$ cat src/rtl/ea_pkg.sv
package ea_pkg;

  typedef enum logic [2:0] {
    M_RSV0  = 3'b000,
    M_RSV1  = 3'b001,
    M_IMM   = 3'b010,
    M_ABS8  = 3'b011,
    M_ABS16 = 3'b100,
    M_IX16  = 3'b101,
    M_IX8   = 3'b110,
    M_IX    = 3'b111
  } amode_t;

  localparam logic [7:0] PFX_YSEL = 8'h90;
  localparam logic [7:0] PFX_YIND = 8'h91;
  localparam logic [7:0] PFX_IND  = 8'h92;

  typedef enum logic [2:0] {
    F_IDLE,
    F_WAIT_A,
    F_CAP_A,
    F_WAIT_B,
    F_CAP_B
  } fstate_t;

  typedef struct packed {
    logic bad;
    logic imm;
    logic ind;
    logic wide;
    logic idx;
    logic ysel;
  } adec_t;

endpackage

$ cat src/rtl/ea_decode.sv
module ea_decode
  import ea_pkg::*;
(
  input  logic [3:0] opc_upper,
  input  logic [7:0] prefix,
  input  logic       is_dest,
  output amode_t     mode,
  output adec_t      dec
);

  always_comb begin
    mode     = amode_t'(opc_upper[2:0]);
    dec.ysel = (prefix == PFX_YSEL) || (prefix == PFX_YIND);
    dec.ind  = (prefix == PFX_YIND) || (prefix == PFX_IND);
    dec.imm  = (mode == M_IMM);
    dec.wide = (mode == M_ABS16) || (mode == M_IX16);
    dec.idx  = (mode == M_IX16) || (mode == M_IX8) || (mode == M_IX);
    dec.bad  = !opc_upper[3]
             || (mode == M_RSV0) || (mode == M_RSV1)
             || (dec.ind && (dec.imm || (mode == M_IX)))
             || (is_dest && dec.imm);
  end

endmodule

$ cat src/rtl/ea_index_add.sv
module ea_index_add #(
  parameter int AW = 16,
  parameter int DW = 8
) (
  input  logic [AW-1:0] base,
  input  logic [DW-1:0] index,
  input  logic          use_index,
  output logic [AW-1:0] sum
);

  logic [AW-1:0] ext;

  always_comb begin
    ext = use_index ? AW'(index) : '0;
    sum = base + ext;
  end

endmodule

$ cat src/rtl/ea_ptr_fetch.sv
module ea_ptr_fetch
  import ea_pkg::*;
#(
  parameter int AW = 16,
  parameter int DW = 8
) (
  input  logic          clk,
  input  logic          rst,
  input  logic          go,
  input  logic [DW-1:0] zp,
  input  logic          wide,
  input  logic [DW-1:0] rd_data,
  output logic          rd_en,
  output logic [AW-1:0] rd_addr,
  output logic          busy,
  output logic          ptr_ok,
  output logic [AW-1:0] ptr_val
);

  fstate_t       st;
  logic [DW-1:0] zp_q;
  logic          wide_q;
  logic [DW-1:0] hi_q;
  logic [2*DW-1:0] pair;

  always_ff @(posedge clk) begin
    if (rst) begin
      st      <= F_IDLE;
      rd_en   <= 1'b0;
      rd_addr <= '0;
      zp_q    <= '0;
      wide_q  <= 1'b0;
      hi_q    <= '0;
    end else begin
      case (st)
        F_IDLE: begin
          if (go) begin
            rd_en   <= 1'b1;
            rd_addr <= AW'(zp);
            zp_q    <= zp;
            wide_q  <= wide;
            st      <= F_WAIT_A;
          end
        end
        F_WAIT_A: begin
          rd_en <= 1'b0;
          st    <= F_CAP_A;
        end
        F_CAP_A: begin
          if (wide_q) begin
            hi_q    <= rd_data;
            rd_en   <= 1'b1;
            rd_addr <= AW'(DW'(zp_q + 1'b1));
            st      <= F_WAIT_B;
          end else begin
            st <= F_IDLE;
          end
        end
        F_WAIT_B: begin
          rd_en <= 1'b0;
          st    <= F_CAP_B;
        end
        F_CAP_B: st <= F_IDLE;
        default: st <= F_IDLE;
      endcase
    end
  end

  always_comb begin
    pair    = {hi_q, rd_data};
    busy    = (st != F_IDLE);
    ptr_ok  = ((st == F_CAP_A) && !wide_q) || (st == F_CAP_B);
    ptr_val = (st == F_CAP_B) ? AW'(pair) : AW'(rd_data);
  end

endmodule

$ cat src/rtl/ea_gen.sv
module ea_gen
  import ea_pkg::*;
#(
  parameter int AW = 16,
  parameter int DW = 8
) (
  input  logic          clk,
  input  logic          rst,
  input  logic          start,
  input  logic [3:0]    opc_upper,
  input  logic [7:0]    prefix,
  input  logic [DW-1:0] opnd_a,
  input  logic [DW-1:0] opnd_b,
  input  logic [DW-1:0] idx_x,
  input  logic [DW-1:0] idx_y,
  input  logic          is_dest,
  output logic          rd_en,
  output logic [AW-1:0] rd_addr,
  input  logic [DW-1:0] rd_data,
  output logic          done,
  output logic [AW-1:0] ea,
  output logic          ea_imm,
  output logic          ea_err
);

  amode_t        mode;
  adec_t         dec;
  logic          f_busy;
  logic          ptr_ok;
  logic [AW-1:0] ptr_val;
  logic          accept;
  logic          go;
  logic [DW-1:0] idx_now;
  logic [DW-1:0] idx_q;
  logic          useidx_q;
  logic [AW-1:0] dir_base;
  logic [AW-1:0] add_base;
  logic [DW-1:0] add_idx;
  logic          add_use;
  logic [AW-1:0] sum;
  logic [2*DW-1:0] opnd_pair;

  ea_decode u_dec (
    .opc_upper (opc_upper),
    .prefix    (prefix),
    .is_dest   (is_dest),
    .mode      (mode),
    .dec       (dec)
  );

  ea_ptr_fetch #(.AW(AW), .DW(DW)) u_fetch (
    .clk     (clk),
    .rst     (rst),
    .go      (go),
    .zp      (opnd_a),
    .wide    (dec.wide),
    .rd_data (rd_data),
    .rd_en   (rd_en),
    .rd_addr (rd_addr),
    .busy    (f_busy),
    .ptr_ok  (ptr_ok),
    .ptr_val (ptr_val)
  );

  always_comb begin
    opnd_pair = {opnd_a, opnd_b};
    case (mode)
      M_ABS8, M_IX8:   dir_base = AW'(opnd_a);
      M_ABS16, M_IX16: dir_base = AW'(opnd_pair);
      default:         dir_base = '0;
    endcase
    idx_now  = dec.ysel ? idx_y : idx_x;
    accept   = start && !f_busy;
    go       = accept && dec.ind && !dec.bad;
    add_base = f_busy ? ptr_val  : dir_base;
    add_idx  = f_busy ? idx_q    : idx_now;
    add_use  = f_busy ? useidx_q : dec.idx;
  end

  ea_index_add #(.AW(AW), .DW(DW)) u_add (
    .base      (add_base),
    .index     (add_idx),
    .use_index (add_use),
    .sum       (sum)
  );

  always_ff @(posedge clk) begin
    if (rst) begin
      done     <= 1'b0;
      ea       <= '0;
      ea_imm   <= 1'b0;
      ea_err   <= 1'b0;
      idx_q    <= '0;
      useidx_q <= 1'b0;
    end else begin
      done   <= 1'b0;
      ea_imm <= 1'b0;
      ea_err <= 1'b0;
      if (go) begin
        idx_q    <= idx_now;
        useidx_q <= dec.idx;
      end
      if (accept && (dec.bad || !dec.ind)) begin
        done   <= 1'b1;
        ea_err <= dec.bad;
        ea_imm <= !dec.bad && dec.imm;
        ea     <= (dec.bad || dec.imm) ? '0 : sum;
      end else if (ptr_ok) begin
        done <= 1'b1;
        ea   <= sum;
      end
    end
  end

endmodule

$ cat config.mk
export PLATFORM = sky130hd
export DESIGN_NAME = ea_gen
export DESIGN_NICKNAME = d
export VERILOG_FILES = /design/src/rtl/ea_pkg.sv /design/src/rtl/ea_decode.sv /design/src/rtl/ea_index_add.sv /design/src/rtl/ea_ptr_fetch.sv /design/src/rtl/ea_gen.sv
export SDC_FILE = /design/constraint.sdc
export NUM_CORES = 1
export LEC_CHECK = 0
export CORE_MARGIN = 1.5
export CORE_UTILIZATION = 30
export DETAILED_ROUTE_END_ITERATION = 7
export DONT_BUFFER_PORTS = 1
export PLACE_DENSITY = 0.51
export SLEW_MARGIN = 30
export SYNTH_ARGS = -nofsm -noshare
export SYNTH_HDL_FRONTEND = slang
export SYNTH_HIERARCHICAL = 1
export SYNTH_SLANG_ARGS = --single-unit
$ cat constraint.sdc
create_clock -name clk -period 4.6 [get_ports clk]
set_clock_uncertainty 0.2 [all_clocks]
set_input_delay 0.23 -clock clk [delete_from_list [all_inputs] [get_ports clk]]
set_output_delay 0.23 -clock clk [all_outputs]
set_load 0.01 [all_outputs]
Yosys cells after proc, flatten, opt, wreduce, memory -nomap -nowiden
Cells that the tools add are included.
- bits in registers: 65
- latch bits: 0
- memory bits (writable): 0
- bits in read-only memories: 0
- input port bits: 56
- output and inout bits: 36
- logic and storage cells: 92
- memories kept: 0
- $add $sub $neg: 2
- multipliers: 0
- divide/modulo/power cells: 0
- magnitude comparators: 0
- equal/unequal tests: 16
- shift operators: 0
- mux-type cells: 21
- bitwise operators: 1
- reductions and logical operators: 40
- operator list (cell ; count):
    $mux 16 ; 7
    $pmux 16 s2 ; 2
    $eq 8x8->1 const B ; 3
    $mux 8 ; 3
    $add 16x16->16 ; 1
    $eq 3x3->1 const B ; 5
    $logic_or 1x1->1 ; 13
    $eq 3x2->1 const B ; 4
    $pmux 3 s4 ; 1
    $add 8x1->8 const B ; 1
    $logic_and 1x1->1 ; 8
    $reduce_or 2->1 ; 4
    $eq 3x1->1 const B ; 2
    $logic_not 3->1 ; 2
    $reduce_and 3->1 ; 2
    $reduce_bool 3->1 ; 2
    $logic_not 1->1 ; 5
    $mux 1 ; 5
    $reduce_and 2->1 ; 2
    $reduce_bool 2->1 ; 2
    $mux 3 ; 1
    $pmux 1 s3 ; 1
    $mux 2 ; 1
    $ne 2x1->1 const B ; 1
    2 further kinds ; 2

Logic depth before layout (Yosys ltp)
Gate-level depths: netlist of run 1.
- depth in word-level cells: 9
- gate-level depth with buffers: 16
- mapped depth without buffers: 14

Hierarchy
The synthesis of run 1 kept the hierarchy.
- by module, submodules not included (module ; times used ; cells each ; area an instance (um^2) ; sequential area each (um^2)):
    ea_gen ; 1 ; 181 ; 1502.7 ; 560.5
    ea_ptr_fetch ; 1 ; 187 ; 1477.7 ; 580.6
    ea_index_add ; 1 ; 69 ; 575.6 ; 0.0
    ea_decode ; 1 ; 16 ; 125.1 ; 0.0

Worst setup path before layout of run 1
OpenSTA, ideal clock, no wires.
- path type: register -> register
- start point: register u_fetch.st[0]
- end point: register ea[10]
- setup time: 114 ps
- data arrival time: 2890 ps
- data required time: 4286 ps
- setup slack: 1396 ps
- cell stages (with the launch flop): 17
- buffers on the path: 3
- clock period less this slack: 3204 ps
- cells stage by stage: dfxtp_1 -> clkbuf_2 -> nor3_1 -> inv_1 -> buf_4 -> inv_2 -> clkbuf_1 -> a21oi_1 -> and2_1 -> ha_1 -> fa_1 -> a21oi_1 -> o22a_4 -> a211oi_1 -> xor2_1 -> mux2i_1 -> nor2_1
- cells in the longest elaborated chain, start to end: 6
- elaborated cells on any way between the ends: 18
- those cells by class: add/sub: 1; eq/ne: 2; mux: 8; reduce/logical: 7
- ends and longest elaborated chain (item ; RTL line ; text):
    from (decl) ; ea_ptr_fetch.sv:20 ; fstate_t st;
    from (signal assigned) ; ea_ptr_fetch.sv:28 ; st <= F_IDLE;
    from (signal assigned) ; ea_ptr_fetch.sv:42 ; st <= F_WAIT_A;
    from (signal assigned) ; ea_ptr_fetch.sv:47 ; st <= F_CAP_A;
    $reduce_bool 3->1 * ; ea_ptr_fetch.sv:71 ; busy = (st != F_IDLE);
    named net f_busy ; ea_gen.sv:28 ; logic f_busy;
    $mux 8 * ; ea_gen.sv:76 ; add_idx = f_busy ? idx_q : idx_now;
    named net add_idx[0] ; ea_gen.sv:38 ; logic [DW-1:0] add_idx;
    $mux 8 * ; ea_index_add.sv:14 ; ext = use_index ? AW'(index) : '0;
    $add 16x16->16 * ; ea_index_add.sv:15 ; sum = base + ext;
    named net sum[10] ; ea_gen.sv:40 ; logic [AW-1:0] sum;
    $mux 16 (on tied branches) ; ea_gen.sv:108, ea_gen.sv:107 ;
    $mux 16 * ; ea_gen.sv:103 ; if (accept && (dec.bad || !dec.ind)) begin
    to (signal assigned) ; ea_gen.sv:107 ; ea <= (dec.bad || dec.imm) ? '0 : sum;
    to (signal assigned) ; ea_gen.sv:110 ; ea <= sum;
    to (decl) ; ea_gen.sv:21 ; output logic [AW-1:0] ea,
The timed path passes the listed nets; every way through them passes the cells marked *. The select of a mux whose other input is x is not followed.
A chain may end at the register's enable or synchronous reset.

Final worst setup path of run 1
- start point: register u_fetch.st[0]
- end point: register ea[8]
- cells in the longest elaborated chain, start to end: 6
- elaborated cells on any way between the ends: 18
- those cells by class: add/sub: 1; eq/ne: 2; mux: 8; reduce/logical: 7
- ends and longest elaborated chain (item ; RTL line ; text):
    $reduce_bool 3->1 * ; ea_ptr_fetch.sv:71 ;
    named net f_busy ; ea_gen.sv:28 ;
    $mux 1 * ; ea_gen.sv:77 ; add_use = f_busy ? useidx_q : dec.idx;
    named net add_use ; ea_gen.sv:39 ; logic add_use;
    $mux 8 * ; ea_index_add.sv:14 ;
    $add 16x16->16 * ; ea_index_add.sv:15 ;
    named net sum[8] ; ea_gen.sv:40 ;
    $mux 16 (on tied branches) ; ea_gen.sv:108, ea_gen.sv:107 ;
    $mux 16 * ; ea_gen.sv:103 ;
Marked as above.

==> results of run 1 <==
kinds of logic (layout without fill, tap and decap cells):
| logic type | Yosys count | in the layout |
|---|---|---|
| simple gates | 189 | 189 |
| compound gates | 98 | 98 |
| mux | 29 | 29 |
| other cells | 1 | 8 |
| buf+inv | 49 | 52 |
| fa+ha+maj | 10 | 10 |
| flops | 57 | 57 |
| xor+xnor | 20 | 20 |
per-stage QoR:
| stage | area, sq um | utilization (%) | worst slack [ps] | hold slack, ps |
|---|---|---|---|---|
| detailed placement | 3620 | 30.2 | 1200 | 107 |
| finish | 4230 | 35.2 | 1350 | 15.5 |
| CTS | 4220 | 35.1 | 1340 | 3.67 |
| floorplan | 3710 | - | 1400 | 103 |
| global placement | 3620 | 30.1 | 1320 | 106 |
| global route | 4230 | 35.2 | 1050 | 43.9 |
layer usage:
layer | global-route usage (%) | part of all wire [%] | vias up
met2 | 26.1 | 46 | 76
li1 | - | - | 1547
met3 | 6.43 | 8.6 | 11
met5 | 0 | 0 | -
met4 | 6.42 | 1.7 | 0
met1 | 20.2 | 43 | 1401
sequential cells by signal, indices dropped and copies added (netlist names):
register and cells:
useidx_q 1, done 1, idx_q 8, ea_err 1, u_fetch/st 3, ea 16, u_fetch/rd_addr 8, u_fetch/rd_en 1
u_fetch/wide_q 1, ea_imm 1, u_fetch/hi_q 8, u_fetch/zp_q 8
area by class of cell:
type	count	area, sq um	share of cell area (%)
Multi-Input combinational cell	354	2260	53.4
Clock inverter	3	40.0	0.948
Timing Repair Buffer	33	330	7.82
Inverter	4	15.0	0.355
Clock buffer	12	256	6.07
Sequential cell	57	1140	27.0
Tap cell	147	184	4.35
power breakdown:
group / switching, uW / leakage [uW] / internal, uW
combinational: 78.2 / 0.000989 / 64.5
sequential: 7.44 / 0.000460 / 502
clock: 224 / 0.000148 / 443
layout by cell type, fill, tap and decap left out, types with 4 or more instances in the layout:
cell / synthesis / routed
nor2b_1: 6 / 6
o211ai_1: 4 / 4
xnor2_1: 12 / 12
nor2_1: 48 / 48
mux2i_1: 27 / 27
clkbuf_16: 0 / 9
conb_1: 1 / 8
a211oi_1: 11 / 11
and2_1: 19 / 19
nand2_1: 73 / 73
xor2_1: 8 / 8
buf_4: 21 / 4
a22oi_1: 8 / 8
nand3b_1: 4 / 4
nand3_1: 8 / 8
dlygate4sd3_1: 0 / 28
ha_1: 9 / 9
nor3_1: 7 / 7
a21oi_1: 33 / 33
dfxtp_1: 57 / 57
o21ai_0: 19 / 19
what timing repair did:
item                       4_1_cts  5_1_grt
hold buffers                    29        0
hold endpoints to repair        41        0
setup buffers                    0        0
setup endpoints to repair        0        0
final timing paths:
path | endpoint | cells after the start | startpoint
worst max register to register | ea[8]$_SDFFE_PP0P_ | 12 | u_fetch/st[0]$_SDFFE_PP0P_
worst min register to register | u_fetch/hi_q[5]$_SDFFE_PP0P_ | 2 | u_fetch/hi_q[5]$_SDFFE_PP0P_
worst min-delay path | idx_q[4]$_SDFFE_PP0P_ | 2 | idx_x[4]
worst max-delay path | ea[8]$_SDFFE_PP0P_ | 12 | u_fetch/st[0]$_SDFFE_PP0P_
==> impl_summary.txt, run 1 <==
----------------------------------------------------
[Worst setup path]
  CP most frequent cell ... a21oi_1
  CP arrival ... 3240 ps
  Delay of the slowest cell on the worst path ... 400 ps
  Library cell contributing the largest single delay on the critical path ... fa_1
  Required time of the worst setup path ... 4590 ps
  Critical path's top delay family ... adder cells
  Critical path launch point type ... flip-flop
  Minimum setup slack among reg-to-reg paths ... 1350 ps
  Highest fanout seen on the critical path ... 9
  Critical path type ... flip-flop to flip-flop
  List of cells traversed by the critical path ... nor3_1, inv_1, mux2_2, and2_1, ha_1, fa_1, a21oi_1, o22a_4, a21oi_1, xor2_1, mux2i_1, nor2_1
  Endpoint type of the worst setup path ... flip-flop
  Number of buffers and inverters on the critical path ... 1

[Global routing]
  Via count of the first global-routing pass ... 3,064
  Global router's overall resource usage ... 16.5%
  Pin count of the biggest net entering global routing ... 45
  Grt ovf ... 0
  Initial antenna violation count ... 0
  Global-route wire length before repair ... 16.3 mm

[Synthesis]
  Synth area leaders ... dfxtp_1 (31%), nand2_1 (7.4%), mux2i_1 (7.3%), nor2_1 (4.9%), a21oi_1 (4.5%)
  EDFF count, synth ... 0
  Number of warnings issued by yosys ... 6
  Compound-Gate Fraction of Synth Area ... 18.4%
  Simple logic cell fraction of the synthesized area ... 25.4%
  Most common library cells after synthesis ... nand2_1 (73), dfxtp_1 (57), nor2_1 (48), a21oi_1 (33), mux2i_1 (27)
  Main combinational cell family by area after synthesis ... simple AND/OR/NAND/NOR gates
  Area fraction of the dominant cell type after synthesis ... 31.0%
  Most frequent cell after synthesis ... nand2_1
  Synthesized instance count ... approximately 450
  Synth unique cells ... 59
  Flip-flop cell with the highest count after synthesis ... dfxtp_1
  Synth Area in Adders ... 3.60%
  Share of synthesized flip-flops with an asynchronous set or reset ... 0%
  Seq/Total Area, Yosys ... 31.0%
  Share of cell area taken by muxes after synthesis ... 7.95%
  Cell taking the most area after synthesis ... dfxtp_1
  Mean instance size in the synthesized netlist ... 8.13 sq um
  Total of flip-flops plus latches after synthesis ... 57
  Post-synthesis share of cell area spent on xor and xnor gates ... 4.76%
  Summed instance area of the synthesized netlist ... 3680 sq um

[Timing]
  Max Transition Viols Final ... 0
  Setup repair after global routing missed its margin ... false
  Post-Route Setup TNS ... 0 ps
  Final setup fails ... 0
  FMAX ... 308 MHz
  Final period util ... 70.7%
  Minimum period implied by the final worst setup slack ... 3250 ps
  Number of hold violations in the final report ... 0
  Slew at the pin with the worst max-slew slack ... 672 ps
  Slew headroom ... 55.0%

[CTS]
  Root Buffer ... clkbuf_16
  Inserted Clock Buffers ... 9
  Count of cells resized by post-cts repair ... 0
  Insertion delay of the later-clocked pin in the worst-skew pair ... 330 ps
  Largest buffer count on any clock path ... 2
  TritonCTS clock tree ... yes
  Clock-pin slew reported for the worst setup and hold paths after clock tree synthesis ... 50 ps
  Clock sink total ... 57
  Maximum level of the CTS H-tree ... 3

[Finish]
  Final std cells w/o fill ... 610
  Diodes inserted ... 0
  Layout-stage area growth over the synthesis result ... 14.8%
  Fill cells ... 1,268
  Final net count ... ~530
  Layout cell share with drive strength beyond 1 ... under 10%

[Place]
  Number of cells in the design after placement ... 566
  Dpl hpwl ... about 7 mm
  Last weighted congestion value of the routability-driven placer ... 0.771
  Quantity of I/O buffers inserted on ports ... 0

[Flow run]
  Max-cap violations ... 0

[Pwr]
  Leakage power figure ... 0.00160 uW
  Peak supply drop ... 196 uV
  Cell area power density ... 312 nW/um^2
  Pwr Total ... 1320 uW

[Outcome]
  Status ... finished, final reports clean

[Floorplanning]
  FP Rows ... 40
  X dimension of the die ... 114 um
  Height of the chip ... ~110 um
  Effective utilization at floorplan ... 30.6%
  Boundary Pins ... 92
  Die Outline Area ... ~13,000 sq um
  Area inside the core boundary ... 12,000 sq um

[Route]
  DRT Pass-1 Iters ... 4
  DRC viols ... 0
  Detail-routed via count per cell ... 4.98
  Number of vias after detailed routing ... roughly 3,000
  WL/cell ... 16.2 um
  Post-Route WL ... around 10 mm
  Number of DRC violations after detailed-routing iteration 0 ... 173
  Antenna-violating nets left ... 0

[Worst hold path]
  Classification of the worst-slack hold path ... input port to flip-flop

----------------------------------------------------
Power figures use the tool's default switching activity.
==> inputs of run 2 (changes only) <==
ABC_AREA = 1   (was not set)
clock period = 3.1 ns   (was 4.6 ns; I/O delays follow)
==> impl_summary.txt, run 2 <==
----------------------------------------------------
[Outcome]
  Status ... complete, but fails checks
  Failing checks ... hold timing

[Synthesis]
  Flip-flop cell with the highest count after synthesis ... dfxtp_1
  Number of warnings issued by yosys ... 6 (unchanged)
  Synthesized instance count ... 653 (+44%)
  Area fraction of the dominant cell type after synthesis ... 28.6% (-2.4 points)
  Summed instance area of the synthesized netlist ... 4000 sq um (+8.5%)
  Mean instance size in the synthesized netlist ... 6.12 sq um (-25%)
  Most frequent cell after synthesis ... nand2_1
  EDFF count, synth ... 0 (unchanged)
  Most common library cells after synthesis ... nand2_1 (203), nor2_1 (86), inv_1 (80), dfxtp_1 (57), o21ai_0 (52)
  Total of flip-flops plus latches after synthesis ... 57 (unchanged)
  Share of synthesized flip-flops with an asynchronous set or reset ... 0% (unchanged)
  Cell taking the most area after synthesis ... dfxtp_1
  Synth unique cells ... 39 (-34%)
  Seq/Total Area, Yosys ... 28.6% (-2.4 points)
  Synth area leaders ... dfxtp_1 (29%), nand2_1 (19%), nor2_1 (8.1%), inv_1 (7.5%), o21ai_0 (6.5%)

[Worst setup path]
  List of cells traversed by the critical path ... dlygate4sd3_1, o21ai_0, dlygate4sd3_1, nor2_1, nand2_1, dlygate4sd3_1, nor3_1, dlygate4sd3_1
  Critical path type ... input port to flip-flop
  Worst reg2reg path startpoint ... u_fetch/st[0]$_SDFFE_PP0P_
  Required time of the worst setup path ... 3180 ps (-1410 ps)
  Worst r2r path cells ... 17 (+5)
  Delay of the slowest cell on the worst path ... 600 ps (+200 ps)
  CP most frequent cell ... dlygate4sd3_1
  Library cell contributing the largest single delay on the critical path ... dlygate4sd3_1
  CP arrival ... 2900 ps (-340 ps)
  Critical path launch point type ... input port
  Highest fanout seen on the critical path ... 4 (-5)
  Minimum setup slack among reg-to-reg paths ... 300 ps (-1050 ps)
  End of the worst register-to-register path ... ea[8]$_SDFFE_PP0P_
  Worst setup path startpoint ... opc_upper[2]
  Endpoint type of the worst setup path ... flip-flop

[Timing]
  Minimum period implied by the final worst setup slack ... 2820 ps
  Post-Route Setup TNS ... 0 ps (unchanged)
  Smallest hold slack ... -7.40 ps (-22.9 ps)
  Final period util ... 90.9%
  Final setup fails ... 0 (unchanged)
  Setup repair after global routing missed its margin ... false
  Slew headroom ... 44.8% (-10 points)
  Slew at the pin with the worst max-slew slack ... 825 ps (+153 ps)
  FMAX ... 355 MHz
  Number of hold violations in the final report ... 2 (+2)
  Max Transition Viols Final ... 0 (unchanged)

[Route]
  Detail-routed via count per cell ... 4.58 (-7.9%)
  Number of DRC violations after detailed-routing iteration 0 ... 220 (+27%)
  Number of vias after detailed routing ... 3,914 (+29%)
  DRC viols ... 0 (unchanged)
  Antenna-violating nets left ... 0 (unchanged)
  WL/cell ... 13.0 um (-20%)
  Post-Route WL ... 11.1 mm (+12%)
  DRT Pass-1 Iters ... 4 (unchanged)

[CTS]
  Root Buffer ... clkbuf_16
  Maximum level of the CTS H-tree ... 3 (unchanged)
  TritonCTS clock tree ... yes
  Largest buffer count on any clock path ... 2 (unchanged)
  Clock-pin slew reported for the worst setup and hold paths after clock tree synthesis ... 50 ps (about the same)
  Clock sink total ... 57 (unchanged)
  Insertion delay of the later-clocked pin in the worst-skew pair ... 340 ps (about the same)
  Inserted Clock Buffers ... 9 (unchanged)

[Global routing]
  Global-route wire length before repair ... 18.3 mm (+12%)
  Initial antenna violation count ... 0 (unchanged)
  Grt ovf ... 0 (unchanged)
  Via count of the first global-routing pass ... 3,774 (+23%)
  Global router's overall resource usage ... 16.6% (+0.066 points)
  Pin count of the biggest net entering global routing ... 33 (-27%)

[Finish]
  Layout cell share with drive strength beyond 1 ... 9.97% (+0.68 points)
  Number of flip-flops in the largest register ... 16 (unchanged)
  Layout-stage area growth over the synthesis result ... 17.4%
  Core Util, Final ... 36.6% (+1.4 points)
  Commonest cells after routing, fill and taps aside ... nand2_1 (202), nor2_1 (86), inv_1 (79)
  Fill cells ... 1,417 (+12%)
  Diodes inserted ... 0 (unchanged)
  Most common cell after layout, fill and taps aside ... nand2_1
  Top register by number of flip-flops ... ea
  Final net count ... 743 (+42%)

[Pwr]
  Leakage power figure ... 0.00217 uW (+36%)
  Cell area power density ... 419 nW/um^2 (+34%)
  Peak supply drop ... 259 uV (+32%)

[Flow run]
  Max-cap violations ... 0 (unchanged)

[Worst hold path]
  Launch point of the worst hold path ... idx_y[1]
  Worst Hold Depth ... 4 (+2)
  Classification of the worst-slack hold path ... input port to flip-flop
  Worst Hold Path EP ... idx_q[1]$_SDFFE_PP0P_

[Floorplanning]
  X dimension of the die ... 118 um (+4.1%)
  Boundary Pins ... 92 (unchanged)
  Area inside the core boundary ... 12,800 sq um (+6.8%)
  Effective utilization at floorplan ... 31.2% (+0.51 points)
  FP Rows ... 41 (+2.5%)
  Die Outline Area ... 14,000 sq um (+8.3%)
  Height of the chip ... 118 um (+4.1%)

[Place]
  Quantity of I/O buffers inserted on ports ... 0 (unchanged)
  Last weighted congestion value of the routability-driven placer ... 0.950 (+23%)
  Dpl hpwl ... 8.30 mm (+17%)

----------------------------------------------------
## run 2: worst max-delay path by stage
stage	to	cells after the start	slack, ps
floorplan	ea[8]$_SDFFE_PP0P_	22	210
global placement	ea[8]$_SDFFE_PP0P_	20	170
detailed placement	ea[8]$_SDFFE_PP0P_	20	150
CTS	ea[8]$_SDFFE_PP0P_	20	160
global route	ea[10]$_SDFFE_PP0P_	20	10
finish	ea_imm$_SDFF_PP0_	8	280
## run 2: area by class of cell
class	count	area, sq um	area share, %
Multi-Input combinational cell	474	2270	48.4
Sequential cell	57	1140	24.4
Timing Repair Buffer	45	442	9.42
Inverter	90	343	7.31
Clock buffer	13	260	5.55
Tap cell	172	215	4.59
Clock inverter	3	15.0	0.320
## run 2: kinds of logic after synthesis
logic type	Yosys count	synth area share, %
adders and majority gates	10	3.32
AOI/OAI and AO/OA	101	13.7
xor gates and xnor gates	9	1.97
buffers and inverters	129	15.7
DFF	57	28.6
and+or+nand+nor	346	36.7
other	1	0.0939
## run 2: report_power, final
part | switching (uW) | internal [uW]
Combinational | 165 | 107
Clock | 341 | 579
Sequential | 19.3 | 752
Total | 525 | 1440
## run 2: timing repair
item                       4_1_cts  5_1_grt
hold endpoints to repair        41        0
setup buffers                    0        3
gates resized for setup          0        9
hold buffers                    35        0
setup endpoints to repair        0       27
## run 2: per-stage QoR
step | cells | instance area, sq um | worst slack, ps | power (uW) | hold slack [ps]
3_3_place_gp | 800 | 4020 | 170 | 1010 | 23.1
6_report | 854 | 4690 | 281 | 1960 | -7.40
5_1_grt | 854 | 4690 | 12.0 | 2060 | 15.9
3_5_place_dp | 800 | 4020 | 149 | 1020 | 23.8
4_1_cts | 851 | 4640 | 163 | 1990 | 2.84
2_1_floorplan | 660 | 4020 | 210 | 988 | 129
## run 2: worst max-delay path, delay by kind of cell
family | cells | cell delay, ps
compound gates | 1 | 100
buf+inv | 4 | 2280
simple gates | 3 | 350
## run 2: layer usage
metal  part of all wire, %  wire (um)  global-route usage (%)  vias up
li1                      -          -                       -     2031
met2                    45       4960                    26.4       97
met4                   3.0        334                    8.73        0
met3                   5.3        588                    3.81       19
met5                     0          0                       0        -
met1                    47       5220                    20.7     1767
==> inputs of run 3 (changes only) <==
--- a/config.mk
+++ b/config.mk
@@ -15,4 +15,3 @@
 export SYNTH_ARGS = -nofsm -noshare
 export SYNTH_HDL_FRONTEND = slang
-export SYNTH_HIERARCHICAL = 1
 export SYNTH_SLANG_ARGS = --single-unit
==> constraint.sdc (replaced) <==
create_clock -name clk -period 3.1 [get_ports clk]
set_clock_uncertainty 0.2 [all_clocks]
set_input_delay 0.775 -clock clk [delete_from_list [all_inputs] [get_ports clk]]
set_output_delay 0.775 -clock clk [all_outputs]
set_load 0.01 [all_outputs]
==> impl_summary.txt, run 3 <==
----------------------------------------------------
[Outcome]
  Status ... finished, final reports clean

[Timing]
  Smallest hold slack ... 254 ps (+262 ps)
  Final period util ... 96.9% (+6.0 points)
  FMAX ... 333 MHz (-6.2%)
  Setup repair after global routing missed its margin ... true
  Max Transition Viols Final ... 0 (unchanged)
  Fin worst setup slack ... 94.9 ps (-186 ps)
  Minimum period implied by the final worst setup slack ... 3010 ps (+186 ps)
  Slew headroom ... 62.0% (+17 points)
  Final setup fails ... 0 (unchanged)
  Slew at the pin with the worst max-slew slack ... 563 ps (-262 ps)
  Number of hold violations in the final report ... 0 (-2)

[CTS]
  Clock-pin slew reported for the worst setup and hold paths after clock tree synthesis ... 50 ps (about the same)
  TritonCTS clock tree ... yes
  Largest buffer count on any clock path ... 2 (unchanged)
  Clock sink total ... 57 (unchanged)
  Post-cts hold buffer count ... 0 (-100%)
  Insertion delay of the later-clocked pin in the worst-skew pair ... 330 ps (about the same)
  Maximum level of the CTS H-tree ... 3 (unchanged)
  Root Buffer ... clkbuf_16
  Inserted Clock Buffers ... 9 (unchanged)

[Synthesis]
  Most common library cells after synthesis ... nand2_1 (131), nor2_1 (72), dfxtp_1 (57), inv_1 (55), o21ai_0 (47)
  Synth unique cells ... 38 (-2.6%)
  Synthesized instance count ... 531 (-19%)
  EDFF count, synth ... 0 (unchanged)
  Share of synthesized flip-flops with an asynchronous set or reset ... 0% (unchanged)
  Cell taking the most area after synthesis ... dfxtp_1
  Seq/Total Area, Yosys ... 32.8% (+4.2 points)
  Synth area leaders ... dfxtp_1 (33%), nand2_1 (14%), nor2_1 (7.8%), o21ai_0 (6.8%), inv_1 (5.9%)
  Total of flip-flops plus latches after synthesis ... 57 (unchanged)
  Area fraction of the dominant cell type after synthesis ... 32.8% (+4.2 points)
  Most frequent cell after synthesis ... nand2_1
  Mean instance size in the synthesized netlist ... 6.56 sq um (+7.1%)
  Number of warnings issued by yosys ... 0 (-6)
  Flip-flop cell with the highest count after synthesis ... dfxtp_1
  Summed instance area of the synthesized netlist ... 3480 sq um (-13%)

[Route]
  Detail-routed via count per cell ... 4.84 (+5.7%)
  DRC viols ... 0 (unchanged)
  Number of DRC violations after detailed-routing iteration 0 ... 197 (-10%)
  WL/cell ... 15.2 um (+17%)
  DRT Pass-1 Iters ... 4 (unchanged)
  Number of vias after detailed routing ... 3,420 (-13%)
  Post-Route WL ... 10.7 mm (-3.5%)
  Antenna-violating nets left ... 0 (unchanged)

[Place]
  Quantity of I/O buffers inserted on ports ... 0 (unchanged)
  Dpl hpwl ... 8.08 mm (-2.6%)
  Number of cells in the design after placement ... 687 (-14%)
  Worst slack, placed ... -190 ps (-339 ps)
  Last weighted congestion value of the routability-driven placer ... 0.890 (-6.3%)

[Finish]
  Final net count ... 624 (-16%)
  Commonest cells after routing, fill and taps aside ... nand2_1 (127), nor2_1 (70), dfxtp_1 (57)
  Total area of multi-input combinational cells ... 2130 sq um (-6.1%)
  Final std cells w/o fill ... 706 (-17%)
  Top register by number of flip-flops ... ea
  Area occupied by registers ... 1140 sq um (-0.22%)
  Layout cell share with drive strength beyond 1 ... 17.4% (+7.4 points)
  Core Util, Final ... 37.0% (+0.45 points)
  Most common cell after layout, fill and taps aside ... nand2_1
  Diodes inserted ... 0 (unchanged)
  Number of flip-flops in the largest register ... 16 (unchanged)
  Layout-stage area growth over the synthesis result ... 20.9%
  Fill cells ... 1,247 (-12%)

[Worst hold path]
  Worst Hold Depth ... 2 (-2)
  Classification of the worst-slack hold path ... flip-flop to flip-flop

[Worst setup path]
  Endpoint type of the worst setup path ... flip-flop
  Number of buffers and inverters on the critical path ... 1 (-3)
  Critical path's top delay family ... simple AND/OR/NAND/NOR gates
  Critical path launch point type ... input port
  Required time of the worst setup path ... 3170 ps (about the same)
  Delay of the slowest cell on the worst path ... 400 ps (-200 ps)
  List of cells traversed by the critical path ... nor2_4, nand3_2, or2_4, mux2_4, o21ai_2, inv_2, ha_4, fa_2, nand4_1, nand3_2, nand2_2, nand2_4, xnor2_2, nand2_1, a21oi_2
  CP most frequent cell ... nand3_2
  CP arrival ... 3080 ps (+180 ps)
  Minimum setup slack among reg-to-reg paths ... 270 ps (-30 ps)
  Worst r2r path cells ... 17 (unchanged)
  Critical path type ... input port to flip-flop
  Highest fanout seen on the critical path ... 5 (+1)
  Crit. path cell count ... 15 (+7)
  Library cell contributing the largest single delay on the critical path ... fa_2

[Global routing]
  Via count of the first global-routing pass ... 3,287 (-13%)
  Pin count of the biggest net entering global routing ... 35 (+6.1%)
  Grt ovf ... 0 (unchanged)
  Global router's overall resource usage ... 17.7% (+1.1 points)
  Initial antenna violation count ... 0 (unchanged)
  Global-route wire length before repair ... 17.0 mm (-7.4%)

[Pwr]
  Cell area power density ... 461 nW/um^2 (+10%)
  Peak supply drop ... 295 uV (+14%)
  Pwr Total ... 1940 uW (-1.2%)
  Leakage power figure ... 0.00192 uW (-12%)

[Floorplanning]
  Height of the chip ... 111 um (-6.5%)
  FP Rows ... 39 (-4.9%)
  X dimension of the die ... 111 um (-6.5%)
  Area inside the core boundary ... 11,400 sq um (-11%)
  Boundary Pins ... 92 (unchanged)
  Effective utilization at floorplan ... 30.6% (-0.54 points)
  Die Outline Area ... 12,300 sq um (-13%)

[Flow run]
  Max-cap violations ... 0 (unchanged)

----------------------------------------------------
## run 3: per-stage QoR
step                      area [sq um]  setup TNS, ps
after detailed placement          3840          -1760
final                             4210              0
after global placement            3840          -1230
after floorplan                   3590           -264
after global routing              4210           -211
after CTS                         4110              0
## run 3: final timing paths
path,start,end
worst max-delay path,prefix[5],ea[8]$_SDFFE_PP0P_
worst min-delay path,u_fetch.hi_q[7]$_SDFFE_PP0P_,u_fetch.hi_q[7]$_SDFFE_PP0P_
worst max register to register,u_fetch.st[1]$_SDFFE_PP0P_,ea[9]$_SDFFE_PP0P_
worst min register to register,u_fetch.hi_q[7]$_SDFFE_PP0P_,u_fetch.hi_q[7]$_SDFFE_PP0P_
## run 3: logic make-up after synthesis
kind of cell | synth area share, %
other | 0.108
multiplexers | 2.41
flip-flops | 32.8
AND/OR/NAND/NOR | 30.2
AO/OA/AOI/OAI | 16.2
XOR/XNOR | 3.52
buffers and inverters | 11.0
adder cells (fa/ha/maj) | 3.81
## run 3: final cells by class
| type | instances | area share [%] |
|---|---|---|
| timing repair buffer | 33 | 5.89 |
| clock inverter | 3 | 0.357 |
| clock buffer | 13 | 6.18 |
| inverter | 61 | 5.53 |
| tap | 143 | 4.25 |
| sequential | 57 | 27.1 |
| multi-input combinational | 396 | 50.7 |
## run 3: routing by layer
metal  vias to the layer above  track usage, %  share of wire, %
met5                         -               0                 0
met4                         0            5.04               1.3
met3                        11            7.38               8.7
met2                       107            28.9                46
met1                      1550            21.4                44
li1                       1752               -                 -
## run 3: worst reg2reg max path, cell delays in order (launching register included)
cell	delay (ps)
dfxtp_1	370
inv_1	110
nand2_2	130
inv_2	80
nand2_4	100
clkinvlp_4	180
nand2_1	100
o311ai_0	140
ha_1	360
a21oi_1	160
nand2_1	110
nand2_1	80
nand2_1	100
nand2_1	80
o21ai_1	110
xnor2_1	180
nand2_1	70
a21oi_1	110
## run 3: what timing repair did
item                                    CTS  global route
gates resized for setup                   0            19
setup buffers                             0             2
endpoints found under the setup margin    0             7
hold endpoints to repair                  0             0
## run 3: power by group
| part | switching (uW) | internal (uW) | total [uW] |
|---|---|---|---|
| logic | 148 | 113 | 261 |
| clock network | 337 | 579 | 916 |
| registers | 14.6 | 748 | 762 |
| total | 500 | 1440 | 1940 |
